## config.mk

```make
export PLATFORM = sky130hd
export DESIGN_NAME = ptb_timebase
export DESIGN_NICKNAME = d
export VERILOG_FILES = /design/src/rtl/ptb_pkg.sv /design/src/rtl/ptb_prescale.sv /design/src/rtl/ptb_inhibit.sv /design/src/rtl/ptb_secchain.sv /design/src/rtl/ptb_testpulse.sv /design/src/rtl/ptb_timebase.sv
export SDC_FILE = /design/constraint.sdc
export NUM_CORES = 1
export LEC_CHECK = 0
export BUFFER_PORTS_ARGS = -buffer_cell sky130_fd_sc_hd__buf_2
export CORE_MARGIN = 2
export CORE_UTILIZATION = 40
export DETAILED_ROUTE_END_ITERATION = 8
export GPL_ROUTABILITY_DRIVEN = 0
export SLEW_MARGIN = 30
export SYNTH_ARGS = -nofsm -noshare
export SYNTH_HDL_FRONTEND = slang
export SYNTH_SLANG_ARGS = --single-unit
export TNS_END_PERCENT = 100
```

## constraint.sdc

```tcl
create_clock -name clk -period 5.7 [get_ports clk]
set_clock_uncertainty 0.15 [all_clocks]
set_input_delay 1.14 -clock clk [delete_from_list [all_inputs] [get_ports clk]]
set_output_delay 1.14 -clock clk [all_outputs]
set_load 0.02 [all_outputs]
```

## src/rtl/ptb_pkg.sv

```systemverilog
package ptb_pkg;
   localparam int CAL_W   = 6;
   localparam int CAL_MAX = (1 << CAL_W) - 1;
   typedef logic [CAL_W-1:0] cal_t;
endpackage

```

## src/rtl/ptb_prescale.sv

```systemverilog
module ptb_prescale #(
   parameter int DIV = 4
) (
   input  logic clk,
   input  logic rst,
   output logic stb
);
   localparam int W = (DIV > 2) ? $clog2(DIV) : 1;
   localparam logic [W-1:0] LAST = W'(DIV - 1);

   logic [W-1:0] cnt;

   generate
      if ((DIV & (DIV - 1)) == 0) begin : g_pow2
         always_ff @(posedge clk) begin
            if (rst) cnt <= '0;
            else     cnt <= cnt + 1'b1;
         end
      end else begin : g_any
         always_ff @(posedge clk) begin
            if (rst)              cnt <= '0;
            else if (cnt == LAST) cnt <= '0;
            else                  cnt <= cnt + 1'b1;
         end
      end
   endgenerate

   assign stb = (cnt == LAST);


   stb_spacing_chk: assert property (@(posedge clk) disable iff (rst)
      stb |=> !stb);
endmodule

```

## src/rtl/ptb_inhibit.sv

```systemverilog
module ptb_inhibit
   import ptb_pkg::*;
(
   input  logic clk,
   input  logic rst,
   input  logic stb_in,
   input  logic new_min,
   input  cal_t cal_in,
   output logic keep,
   output cal_t n_cur
);
   cal_t gone;

   always_ff @(posedge clk) begin
      if (rst || new_min) begin
         gone  <= '0;
         n_cur <= cal_in;
      end else if (stb_in && (gone < n_cur)) begin
         gone <= gone + 1'b1;
      end
   end

   assign keep = stb_in && (gone >= n_cur);


   inh_bound_chk: assert property (@(posedge clk) disable iff (rst)
      gone <= n_cur);
endmodule

```

## src/rtl/ptb_secchain.sv

```systemverilog
module ptb_secchain #(
   parameter int PPS = 8192,
   parameter int SPM = 60
) (
   input  logic clk,
   input  logic rst,
   input  logic keep,
   output logic sec_end,
   output logic boundary,
   output logic tick,
   output logic minute
);
   localparam int PW = (PPS > 2) ? $clog2(PPS) : 1;
   localparam int SW = (SPM > 2) ? $clog2(SPM) : 1;
   localparam logic [PW-1:0] PLAST = PW'(PPS - 1);
   localparam logic [SW-1:0] SLAST = SW'(SPM - 1);

   logic [PW-1:0] pcnt;
   logic [SW-1:0] scnt;

   assign sec_end  = keep && (pcnt == PLAST);
   assign boundary = sec_end && (scnt == SLAST);

   always_ff @(posedge clk) begin
      if (rst) begin
         pcnt   <= '0;
         scnt   <= '0;
         tick   <= 1'b0;
         minute <= 1'b0;
      end else begin
         tick   <= sec_end;
         minute <= boundary;
         if (sec_end)   pcnt <= '0;
         else if (keep) pcnt <= pcnt + 1'b1;
         if (boundary)     scnt <= '0;
         else if (sec_end) scnt <= scnt + 1'b1;
      end
   end


   min_on_tick_chk: assert property (@(posedge clk) disable iff (rst)
      minute |-> tick);

   tick_single_chk: assert property (@(posedge clk) disable iff (rst)
      tick |=> !tick);
endmodule

```

## src/rtl/ptb_testpulse.sv

```systemverilog
module ptb_testpulse
   import ptb_pkg::*;
#(
   parameter int BASE = 256
) (
   input  logic clk,
   input  logic rst,
   input  logic stb,
   input  logic start,
   input  logic check_en,
   input  cal_t n_cur,
   output logic test_out
);
   localparam int LW = $clog2(BASE + CAL_MAX + 1);

   logic [LW-1:0] tcnt;
   logic [LW-1:0] len;

   assign len = LW'(BASE) + LW'(n_cur);

   always_ff @(posedge clk) begin
      if (rst) begin
         test_out <= 1'b0;
         tcnt     <= '0;
      end else if (start && check_en) begin
         test_out <= 1'b1;
         tcnt     <= '0;
      end else if (test_out && stb) begin
         if (tcnt == len - LW'(1)) test_out <= 1'b0;
         else                      tcnt     <= tcnt + 1'b1;
      end
   end


   test_end_on_stb_chk: assert property (@(posedge clk) disable iff (rst)
      (test_out && !stb) |=> test_out);

   test_start_chk: assert property (@(posedge clk) disable iff (rst)
      (!test_out && !(start && check_en)) |=> !test_out);
endmodule

```

## src/rtl/ptb_timebase.sv

```systemverilog
module ptb_timebase #(
   parameter int PRE_DIV        = 4,
   parameter int PULSES_PER_SEC = 8192,
   parameter int SECS_PER_MIN   = 60,
   parameter int TEST_BASE      = 256
) (
   input  logic                      clk,
   input  logic                      rst,
   input  logic [ptb_pkg::CAL_W-1:0] cal_n,
   input  logic                      check_mode,
   output logic                      tick_1hz,
   output logic                      minute_strobe,
   output logic                      test_pulse
);
   import ptb_pkg::*;

   generate
      if (PRE_DIV < 2) begin : g_bad_pre
         $error("PRE_DIV must be at least 2");
      end
      if (PULSES_PER_SEC < 2 || SECS_PER_MIN < 2) begin : g_bad_ratio
         $error("second and minute ratios must be at least 2");
      end
      if (TEST_BASE + CAL_MAX >= PULSES_PER_SEC) begin : g_bad_test
         $error("test pulse must fit inside one second");
      end
   endgenerate

   logic stb8k;
   logic keep;
   logic sec_end;
   logic boundary;
   cal_t n_cur;

   ptb_prescale #(.DIV(PRE_DIV)) u_pre (
      .clk (clk),
      .rst (rst),
      .stb (stb8k)
   );

   ptb_inhibit u_inh (
      .clk     (clk),
      .rst     (rst),
      .stb_in  (stb8k),
      .new_min (boundary),
      .cal_in  (cal_n),
      .keep    (keep),
      .n_cur   (n_cur)
   );

   ptb_secchain #(.PPS(PULSES_PER_SEC), .SPM(SECS_PER_MIN)) u_sec (
      .clk      (clk),
      .rst      (rst),
      .keep     (keep),
      .sec_end  (sec_end),
      .boundary (boundary),
      .tick     (tick_1hz),
      .minute   (minute_strobe)
   );

   ptb_testpulse #(.BASE(TEST_BASE)) u_tp (
      .clk      (clk),
      .rst      (rst),
      .stb      (stb8k),
      .start    (sec_end),
      .check_en (check_mode),
      .n_cur    (n_cur),
      .test_out (test_pulse)
   );


   n_lock_chk: assert property (@(posedge clk) disable iff (rst)
      !boundary |=> $stable(n_cur));

   keep_on_stb_chk: assert property (@(posedge clk) disable iff (rst)
      keep |-> stb8k);
endmodule

```

* Yosys cells after proc, flatten, opt, wreduce, memory -nomap -nowiden *
Cells that the tools add are included.
W data, S select, Z words.

cells by class
  $add $sub $neg = 7
  magnitude comparators = 2
  equal/unequal tests = 4
  multiplexer cells = 3
  bitwise gates (word level) = 1
  reduce and logical (&&, ||, !) cells = 14

operators by type and width
  kind                     count
  $add A13 B1 Y13 const B  1
  $eq A13 B13 Y1 const B   1
  $add A6 B1 Y6 const B    2
  $add A9 B1 Y9 const B    1
  $add A9 B6 Y9 const A    1
  $eq A9 B9 Y1             1
  $sub A9 B1 Y9 const B    1
  $eq A6 B6 Y1 const B     1
  $ge A6 B6 Y1             1
  $logic_and A1 B1 Y1      6
  $lt A6 B6 Y1             1
  $reduce_or A2 Y1         3
  $reduce_and A2 Y1        2
  $reduce_bool A2 Y1       2
  $mux W1                  3
  $add A2 B1 Y2 const B    1
  $eq A2 B2 Y1 const B     1
  $logic_or A1 B1 Y1       1
  $not A1 Y1               1

storage, ports and cells
  bits in registers = 45
  input bits = 9
  output and inout bits = 3
  logic and storage cells = 40

* Depth between registers and ports, before layout *
Gate-level depths: netlist (run 1).

  depth in word-level cells = 6
  mapped depth = 9
  depth with buffers taken out = 8

* By module *
A second synthesis (run 1) with hierarchy kept.

second synthesis, totals
  cell total of the unflattened synthesis = 278
  area total of the unflattened synthesis = 2,575.0 um2

by module, submodules not included
  module         times used  cells an instance  area an instance (um2)  sequential area each (um2)
  ptb_secchain   1           111                1,022.2                 420.4
  ptb_testpulse  1           97                 817.0                   200.2
  ptb_inhibit    1           65                 673.1                   300.3
  ptb_prescale   1           5                  62.6                    40.0

* Worst setup path after synthesis (run 1) *
No wires, ideal clock.

  path type = reg-to-reg
  from = register u_inh.n_cur[0]
  to = register u_tp.tcnt[1]
  library setup time = 0.070 ns
  arrival time = 2.512 ns
  required time = 5.480 ns
  setup slack = 2.968 ns
  stages on the path, launching flop included = 10
  path buffers = 1
  period minus slack after synthesis = 2.732 ns
  cell sequence = edfxtp_1 inv_1 ha_1 or3b_1 or4_4 a2111oi_4 o211a_4 buf_6 o21ai_0 a21oi_1

on the way
  cells in the longest elaborated chain, start to end = 5
  elaborated cells between the ends (all ways) = 10
  those cells by class = 2 x add/sub; 1 x order compare; 1 x eq/ne; 1 x bitwise; 5 x reduce/logical

ends and longest elaborated chain
  element                                                                 RTL line                                 text
  start, declared                                                         ptb_inhibit.sv:10                        output cal_t n_cur
  start signal, assigned                                                  ptb_inhibit.sv:17                        n_cur <= cal_in;
  $add A9 B6 Y9 / $ge A6 B6 Y1 (equally long branches)                    ptb_testpulse.sv:19, ptb_inhibit.sv:23
  $sub A9 B1 Y9 / $logic_and A1 B1 Y1 (equally long branches)             ptb_testpulse.sv:29, ptb_inhibit.sv:23
  $eq A9 B9 Y1 / $logic_and A1 B1 Y1 (equally long branches)              ptb_testpulse.sv:29, ptb_secchain.sv:21
  $not A1 Y1 (no line) / $logic_and A1 B1 Y1 (equally long branches)      -
  $reduce_and A2 Y1 (no line) / $reduce_or A2 Y1 (equally long branches)  -
  end signal, assigned                                                    ptb_testpulse.sv:30                      else tcnt <= tcnt + 1'b1;
  end, declared                                                           ptb_testpulse.sv:16                      logic [LW-1:0] tcnt;

Parallel ways exist; a longest one is shown, timed or not.
A chain may end at the register's enable or synchronous reset.

* Worst setup path in the final report (run 1) *
  from = register u_inh.n_cur[3]
  to = register u_inh.n_cur[4] (enable)

on the way
  cells in the longest elaborated chain, start to end = 5

ends and longest elaborated chain
  element              RTL line            text
  $ge A6 B6 Y1         ptb_inhibit.sv:23   assign keep = stb_in && (gone >= n_cur);
  $logic_and A1 B1 Y1  ptb_inhibit.sv:23
  $logic_and A1 B1 Y1  ptb_secchain.sv:21  assign sec_end = keep && (pcnt == PLAST);
  $logic_and A1 B1 Y1  ptb_secchain.sv:22  assign boundary = sec_end && (scnt == SLAST);
  $logic_or A1 B1 Y1   ptb_inhibit.sv:15   if (rst || new_min) begin

No other way between the ends.

==> flow_summary.ini, run 1 <==
[power]
ir_drop_mv = 0.155
p_total_uw = 558
power_density_nw_per_um2 = 220
p_leak_nw = 0.925

[run]
maxCapViolCount = 0

[setup_path]
start_kind = register
rr_worst_depth = 8
r2r_start = u_inh.n_cur[3]
crit_cells = 8
slowest_stage = o21bai_1
slowest_delay_ns = 0.67
cp.required_ns = 5.55
crit_type = reg2reg
crit_start = u_inh.n_cur[3]
path_max_fanout = 15
crit_chain = inv_1, ha_1, a21oi_1, o21ai_0, o21bai_2, nand4_1, o21bai_1, buf_4
crit_path_end_kind = register
cp_top_family = compound AO/OA/AOI/OAI gates
crit_buf_inv = 2
worstPathArrival_ns = 3.31

[route]
wl_met3_um = 79
routed_wl_um = 4360
drc = 0
highest_layer = met4
firstDrtPassIters = 4
wl_met1_um = 2210
wire_per_inst_um = 12.7
ant_nets = 0
dr.first_iter.drc_count = 67
vias_per_cell = 5.28
vias = 1816
met2_length_um = 2050

[sta]
finalMaxSlewViolations = 0
tns_ns = 0
hold_viol = 0
final.min_clock_period_ns = 3.46
rsz0062_at_grt = false
clock.fmax_mhz = 289
relSlewSlack = 0.552
timing.final.crit_share = 0.607
setup_viol = 0
tightest_slew_ns = 0.667
hold_slack_ns = 0.277

[cts]
post_cts_resized = 0
cts_sinks = 45
ctsHoldBuffers = 0
clockBufferDepth = 2
clkTransAtPathRegs_ns = 0.08
cts_tree = yes
numCtsBuffers = 5
clk_latency_ns = 0.29
post_cts_buffers = 0
cts_max_level = 2
clockRootBuffer = clkbuf_8

[synth]
syn_avg_cell_area_um2 = 8.93
ys_warn_count = 0
syn_nets = 283
synthCells = 262
yosys_most_used_dff = dfxtp_1
synth.distinct_cells = 44
synth_edf_count = 6
ys_seq_area_frac = 0.411
syn_area_um2 = 2340
ys_ff_latch = 45
async_flop_share = 0

[finish]
diodes = 0
num-nets-final = 292
fin_area_um2 = 2530
final_cells = 344
area_growth_pct = 8.40
drive_gt1_frac = 0.114
final_cell_mix = 39 x dfxtp_1, 26 x nor2_1, 20 x a21oi_1
final_common_cell = dfxtp_1

[grt]
grt_pass1_vias = 1640
gr-total-overflow = 0
globalRouteTotalUtil = 0.145
grt_max_degree = 20
grt_pass1_wl_um = 7490
antenna_found_initial = 0

[placed_design]
place_area_um2 = 2440
placed_cells = 336
port_buffers = 11
detailed_place_hpwl_um = 3210

[die]
fp.dieH_um = 80.5
start_util = 0.420
core_um2 = 5570
dieArea_um2 = 6470
die_w_um = 80.5
rows = 27
top_level_ports = 12

[worst_hold_path]
hp-start = u_pre.cnt[0]
hold_depth = 1
hp-class = reg2reg

[status]
status = complete, no violations
-- routing by layer --
metal / track usage / up-vias
met4: 0.0356 / 0
met5: 0 / -
met2: 0.238 / 15
li1: - / 956
met3: 0.0303 / 2
met1: 0.196 / 843
-- synthesized netlist by cell type, types with 2 or more instances --
master / count / share of area
nand2b_1: 5 / 0.013
or2_2: 2 / 0.0053
edfxtp_1: 6 / 0.077
nand3_1: 9 / 0.019
dfxtp_1: 39 / 0.33
xnor2_1: 7 / 0.026
o21bai_1: 2 / 0.0064
o21ai_0: 12 / 0.026
nor3_1: 4 / 0.0086
and2_1: 5 / 0.013
inv_1: 13 / 0.021
and4_1: 2 / 0.0075
or3_2: 4 / 0.013
and3_1: 3 / 0.0080
nand4_1: 18 / 0.048
nor2_1: 26 / 0.042
o31ai_1: 4 / 0.013
or3_1: 7 / 0.019
or4_1: 4 / 0.013
ha_1: 12 / 0.064
a21oi_1: 20 / 0.043
xor2_1: 15 / 0.056
nand2_1: 14 / 0.022
clkbuf_1: 7 / 0.011
o211ai_1: 2 / 0.0064
mux2i_1: 2 / 0.0086
-- report_power, final --
| group | total [mW] | leakage [nW] | internal, mW | switching, mW |
|---|---|---|---|---|
| Clock | 0.198 | 0.0462 | 0.0872 | 0.111 |
| Combinational | 0.0304 | 0.505 | 0.0125 | 0.0179 |
| Sequential | 0.330 | 0.373 | 0.325 | 0.00417 |
| Total | 0.558 | 0.925 | 0.425 | 0.133 |
-- state kept, by name, indices dropped and copies added, names as in the netlist --
| register | flops |
|---|---|
| u_sec.pcnt | 13 |
| u_tp.tcnt | 9 |
| u_inh.gone | 6 |
| u_inh.n_cur | 6 |
| u_sec.scnt | 6 |
| u_pre.cnt | 2 |
| u_sec.minute | 1 |
| u_sec.tick | 1 |
| u_tp.test_out | 1 |
-- per-stage QoR --
stage | util | setup slack, ns
2_1_floorplan | - | 2.97
3_3_place_gp | 0.438 | 1.98
3_5_place_dp | 0.438 | 1.87
4_1_cts | 0.454 | 1.86
5_1_grt | 0.455 | 1.91
6_report | 0.455 | 2.24
-- worst register-to-register path: stages (launching register included) --
cell and delay, ns:
edfxtp_1 0.46, inv_1 0.07, ha_1 0.30, a21oi_1 0.06, o21ai_0 0.27, o21bai_2 0.34, nand4_1 0.55, o21bai_1 0.67
buf_4 0.30
-- cells by family after synthesis --
family / share of synthesized area
and+or+nand+nor: 0.258
AOI/OAI and AO/OA: 0.134
DFF: 0.411
buffers and inverters: 0.0423
xor gates and xnor gates: 0.0824
adders and majority gates: 0.0642
muxes: 0.00856
-- final timing paths --
kind | endpoint | slack [ns]
min | u_pre.cnt[0] | 0.28
max | u_inh.n_cur[4] | 2.24
min reg2reg | u_pre.cnt[0] | 0.28
max reg2reg | u_inh.n_cur[4] | 2.24
-- final cells by class --
cell class / instances / area (um^2)
fillers: 568 / 3040
clock inverters: 3 / 21.3
clock buffers: 5 / 68.8
repair buffers: 12 / 62.6
multi-input cells: 194 / 1280
inverters: 13 / 48.8
flip-flops and latches: 45 / 961
well taps: 72 / 90.1
Note: power is estimated with default switching activity, not from simulation.
==> run 2: changes to the inputs <==
- ABC_AREA: default -> 1
- clock period: 5.7 -> 3.4 ns (I/O delays scaled with it)
==> run 2 against run 1 <==
Count of clock-buffer cells in the layout rose by 1; wire length is 21% higher; cell count increased by 27%; first-iteration DRC count increased by 51%; sequential share of layout area fell by 4.4 points; via count is 20% higher; worst setup slack worse by 1.6 ns.
==> flow_summary.ini, run 2 <==
[status]
status = complete, no violations

[synth]
synthMuxAreaShare = 0
ys_warn_count = 0
ys_seq_area_frac = 0.363
yosys.area.top_type = dfxtp_1
post_synth_xor_area_fraction = 0.0629
synthCells = 346
synth_top_family_by_area = simple AND/OR/NAND/NOR gates
synth_area_leaders = dfxtp_1 29%, nand2_1 12%, nand3_1 6.8%
synth_top_area_frac = 0.295
synth_fa_ha_area_frac = 0.0567
async_flop_share = 0
syn_avg_cell_area_um2 = 7.65
syn_nets = 367
synth_compound_area_frac = 0.0940
yosys_most_used_dff = dfxtp_1
synthSimpleGateAreaFrac = 0.344
synth_edf_count = 6
synth_common_cells = 82 x nand2_1, 39 x dfxtp_1, 36 x inv_1, 36 x nand3_1, 27 x nor2_1
synth.distinct_cells = 30
yosys.cell_count.top_type = nand2_1
ys_ff_latch = 45
syn_area_um2 = 2650

[sta]
setup_viol = 0
timing.final.crit_share = 0.825
tightest_slew_ns = 0.463
finalMaxSlewViolations = 0
clock.fmax_mhz = 357
hold_viol = 0
relSlewSlack = 0.689
rsz0062_at_grt = false
fin_ws_ns = 0.595
final.min_clock_period_ns = 2.80
hold_slack_ns = 0.279
tns_ns = 0

[grt]
globalRouteTotalUtil = 0.156
grt_max_degree = 20
antenna_found_initial = 0
grt_pass1_vias = 2090
grt_pass1_wl_um = 9250
gr-total-overflow = 0

[route]
firstDrtPassIters = 4
ant_nets = 0
routed_wl_um = 5270
vias_per_cell = 4.97
dr.first_iter.drc_count = 101
wire_per_inst_um = 12.1
vias = 2173
drc = 0

[worst_hold_path]
hp-class = reg2reg
hold_end = u_pre.cnt[0]
hold_depth = 1
hp-start = u_pre.cnt[0]

[finish]
drive_gt1_frac = 0.144
num-nets-final = 380
area_growth_pct = 8.32
diodes = 0
reg_top3 = u_sec.pcnt x13, u_tp.tcnt x9
final_cells = 437
final_cell_mix = 82 x nand2_1, 39 x dfxtp_1, 36 x inv_1, 36 x nand3_1, 27 x nor2_1
largest_reg_flops = 13
post-route-util = 0.449
fin_area_um2 = 2870
final_common_cell = nand2_1
regMostFlops = u_sec.pcnt

[setup_path]
r2r_start = u_inh.n_cur[2]
cp.required_ns = 3.23
crit_path_end_kind = register
crit_type = reg2reg
r2r_end = u_inh.n_cur[3]
rrSetupSlack_ns = 0.60
rr_worst_depth = 10
path_max_fanout = 19
start_kind = register
crit_start = u_inh.n_cur[2]
worstPathArrival_ns = 2.64

[cts]
clk_latency_ns = 0.30
clkTransAtPathRegs_ns = 0.09
post_cts_buffers = 0
clockRootBuffer = clkbuf_8
clockBufferDepth = 2
numCtsBuffers = 5
cts_max_level = 2
cts_sinks = 45
cts_tree = yes
ctsHoldBuffers = 0
post_cts_resized = 0

[power]
p_total_mw = 1.06
power_density_nw_per_um2 = 370
p_leak_nw = 1.07
ir_drop_mv = 0.284

[die]
fp.dieH_um = 85.4
dieArea_um2 = 7290
rows = 29
die_w_um = 85.4
core_um2 = 6390
start_util = 0.415
top_level_ports = 12

[placed_design]
placed_cells = 429
port_buffers = 11
dp_slack_ns = 0.582
detailed_place_hpwl_um = 3920
place_area_um2 = 2740

[run]
maxCapViolCount = 0
==> run 2: cell count changes after synthesis, sizes merged, moves of 6 or more <==
cell | previous run | this run
a21oi | 20 | 32
nor2 | 26 | 32
nand3 | 9 | 38
o21ai | 13 | 5
nand2 | 14 | 88
inv | 13 | 39
clkbuf | 8 | 1
nor3 | 4 | 10
or3 | 11 | 0
==> run 2: area by class of cell <==
class	instances	area, um^2
inverters	40	150
repair buffers	11	55.1
multi-input cells	256	1480
well taps	77	96.3
clock inverters	2	35.0
flip-flops and latches	45	961
clock buffers	6	93.8
fillers	635	3520
==> run 2: cells by family (layout without fill, tap and decap cells) <==
family,after synthesis,count (layout)
adders and majority gates,12,12
DFF,45,45
xor gates and xnor gates,19,19
AOI/OAI and AO/OA,38,38
buffers and inverters,45,59
and+or+nand+nor,187,187
==> run 2: worst max path at each step <==
stage               depth (start not counted)              to  slack (ns)
finish                                     10  u_inh.n_cur[3]        0.60
global route                               10  u_inh.n_cur[2]        0.39
CTS                                        10  u_inh.n_cur[3]        0.57
floorplan                                  11  u_inh.n_cur[0]        1.24
detailed placement                         10  u_inh.n_cur[0]        0.58
global placement                           10  u_inh.n_cur[0]        0.66
==> run 2: per-layer routing <==
metal  wire [um]  GRT usage  vias up  share of wire
met4          16     0.0375        0         0.0030
met1        2640      0.208      980           0.50
met2        2430      0.258       26           0.46
met3         182     0.0321        2          0.035
met5           0          0        -              0
li1            -          -     1165              -
==> run 2: power breakdown <==
part / switching, mW / total, mW / internal, mW
Clock: 0.192 / 0.454 / 0.263
Sequential: 0.00566 / 0.551 / 0.545
Combinational: 0.0372 / 0.0549 / 0.0177
==> run 2: critical path, cell delays in order (launching register included) <==
cell and delay [ns]:
edfxtp_1 0.44, inv_1 0.11, ha_1 0.29, nand2_1 0.05, nor2_1 0.14, o21ai_2 0.11, nand3_1 0.12, nand2_1 0.29
inv_2 0.40, nand3_4 0.13, nand2_4 0.25
==> run 3: changes to the inputs <==
- ABC_AREA: 1 -> 0
- clock period: 3.4 -> 2.95 ns (I/O delays scaled with it)
==> run 3 against run 2 <==
Sequential share of layout area grew 2.9 points; worst hold slack is essentially flat; combinational power is 19% higher; sequential power grew 15%; flip-flop and latch count stayed put; register-to-register slack got worse by 0.47 ns; critical path depth decreased by 2; utilization up 2.5 points; maximum frequency down 0.70%; largest cell class unchanged; largest power group unchanged.
==> flow_summary.ini, run 3 (synthesized netlist as in run 1, its figures left out) <==
[power]
seqPwrFrac = 0.507
power_density_nw_per_um2 = 475
pwr-share-clk = 0.441
ir_drop_mv = 0.250
p_int_uw = 994
p_sw_uw = 262
comb_power_share = 0.052
p_leak_nw = 0.978
p_sw_frac = 0.208

[worst_hold_path]
hp-class = reg2reg
hold_depth = 1

[finish]
reg_top3 = u_sec.pcnt x13, u_tp.tcnt x9
regMostFlops = u_sec.pcnt
largest_reg_flops = 13
drive_gt1_frac = 0.143
num-nets-final = 300
diodes = 0
area_growth_pct = 12.9
final_common_cell = dfxtp_1
final_cell_mix = 39 x dfxtp_1, 26 x nor2_1, 20 x a21oi_1

[route]
firstDrtPassIters = 4
wire_per_inst_um = 12.6
dr.first_iter.drc_count = 70
vias = 1870
met2_length_um = 2060
routed_wl_um = 4430
vias_per_cell = 5.31
highest_layer = met4
wl_met1_um = 2190
ant_nets = 0
drc = 0
wl_met3_um = 133

[grt]
antenna_found_initial = 0
grt_pass1_vias = 1623
gr-total-overflow = 0
grt_pass1_wl_um = 7250
globalRouteTotalUtil = 0.144
grt_max_degree = 17

[setup_path]
crit_type = reg2reg
rr_worst_depth = 8
start_kind = register
path_max_fanout = 8
crit_path_end_kind = register
cp.required_ns = 2.98
worstPathArrival_ns = 2.86

[cts]
cts_max_level = 2
cts_tree = yes
clkTransAtPathRegs_ns = 0.09
clk_latency_ns = 0.30
numCtsBuffers = 5
cts_sinks = 45
clockRootBuffer = clkbuf_8
clockBufferDepth = 2

[die]
core_um2 = 5570
top_level_ports = 12
dieArea_um2 = 6470
fp.dieH_um = 80.5
die_w_um = 80.5
start_util = 0.420
rows = 27

[placed_design]
detailed_place_hpwl_um = 3040
port_buffers = 11
dp_slack_ns = 0.163

[sta]
clock.fmax_mhz = 354
finalMaxSlewViolations = 0
relSlewSlack = 0.613
fin_ws_ns = 0.125
tightest_slew_ns = 0.576
tns_ns = 0
hold_viol = 0
timing.final.crit_share = 0.957
final.min_clock_period_ns = 2.82
setup_viol = 0

[run]
maxCapViolCount = 0

[status]
status = complete, no violations
run 3: power by group through the flow:
| stage | Clock (mW) | Sequential [mW] | Combinational, mW |
|---|---|---|---|
| 2_1_floorplan | 0 | 0.649 | 0.0445 |
| 3_3_place_gp | 0 | 0.651 | 0.0625 |
| 3_5_place_dp | 0 | 0.651 | 0.0635 |
| 4_1_cts | 0.569 | 0.636 | 0.0638 |
| 5_1_grt | 0.593 | 0.638 | 0.0726 |
| 6_report | 0.554 | 0.636 | 0.0651 |
run 3: final cells by class:
| type | count | area (um^2) |
|---|---|---|
| fillers | 555 | 2930 |
| multi-input cells | 195 | 1290 |
| flip-flops and latches | 45 | 961 |
| repair buffers | 19 | 115 |
| well taps | 72 | 90.1 |
| clock buffers | 5 | 68.8 |
| clock inverters | 3 | 65.1 |
| inverters | 13 | 48.8 |
run 3: what timing repair did:
item,in CTS,in global routing
resized for setup,0,2
buffers inserted,0,1
setup endpoints to repair,0,8
hold buffers,0,0
run 3: path summary, 6_finish.rpt:
check,start,end,slack [ns]
max,u_inh.n_cur[1],u_tp.tcnt[3],0.13
min,u_pre.cnt[0],u_pre.cnt[0],0.28
max reg2reg,u_inh.n_cur[1],u_tp.tcnt[3],0.13
min reg2reg,u_pre.cnt[0],u_pre.cnt[0],0.28
run 3: per-stage QoR:
stage	util	hold slack, ns	power (mW)	cells	cell area, um^2
global route	0.474	0.288	1.30	352	2640
global placement	0.446	0.270	0.713	342	2490
finish	0.474	0.279	1.26	352	2640
CTS	0.470	0.285	1.27	350	2620
detailed placement	0.446	0.272	0.714	342	2490
floorplan	-	0.249	0.693	262	2340
run 3: layer usage:
layer / global-route usage / vias to the layer above
li1: - / 982
met1: 0.182 / 857
met2: 0.235 / 25
met3: 0.0404 / 6
met4: 0.0458 / 0
met5: 0 / -
run 3: critical path, cell delays in order, from the launching register on:
cell,delay (ns)
edfxtp_1,0.41
inv_1,0.10
ha_2,0.22
or3b_1,0.37
or4_4,0.50
a2111oi_4,0.41
o211a_2,0.35
or3_2,0.14
a21oi_1,0.05
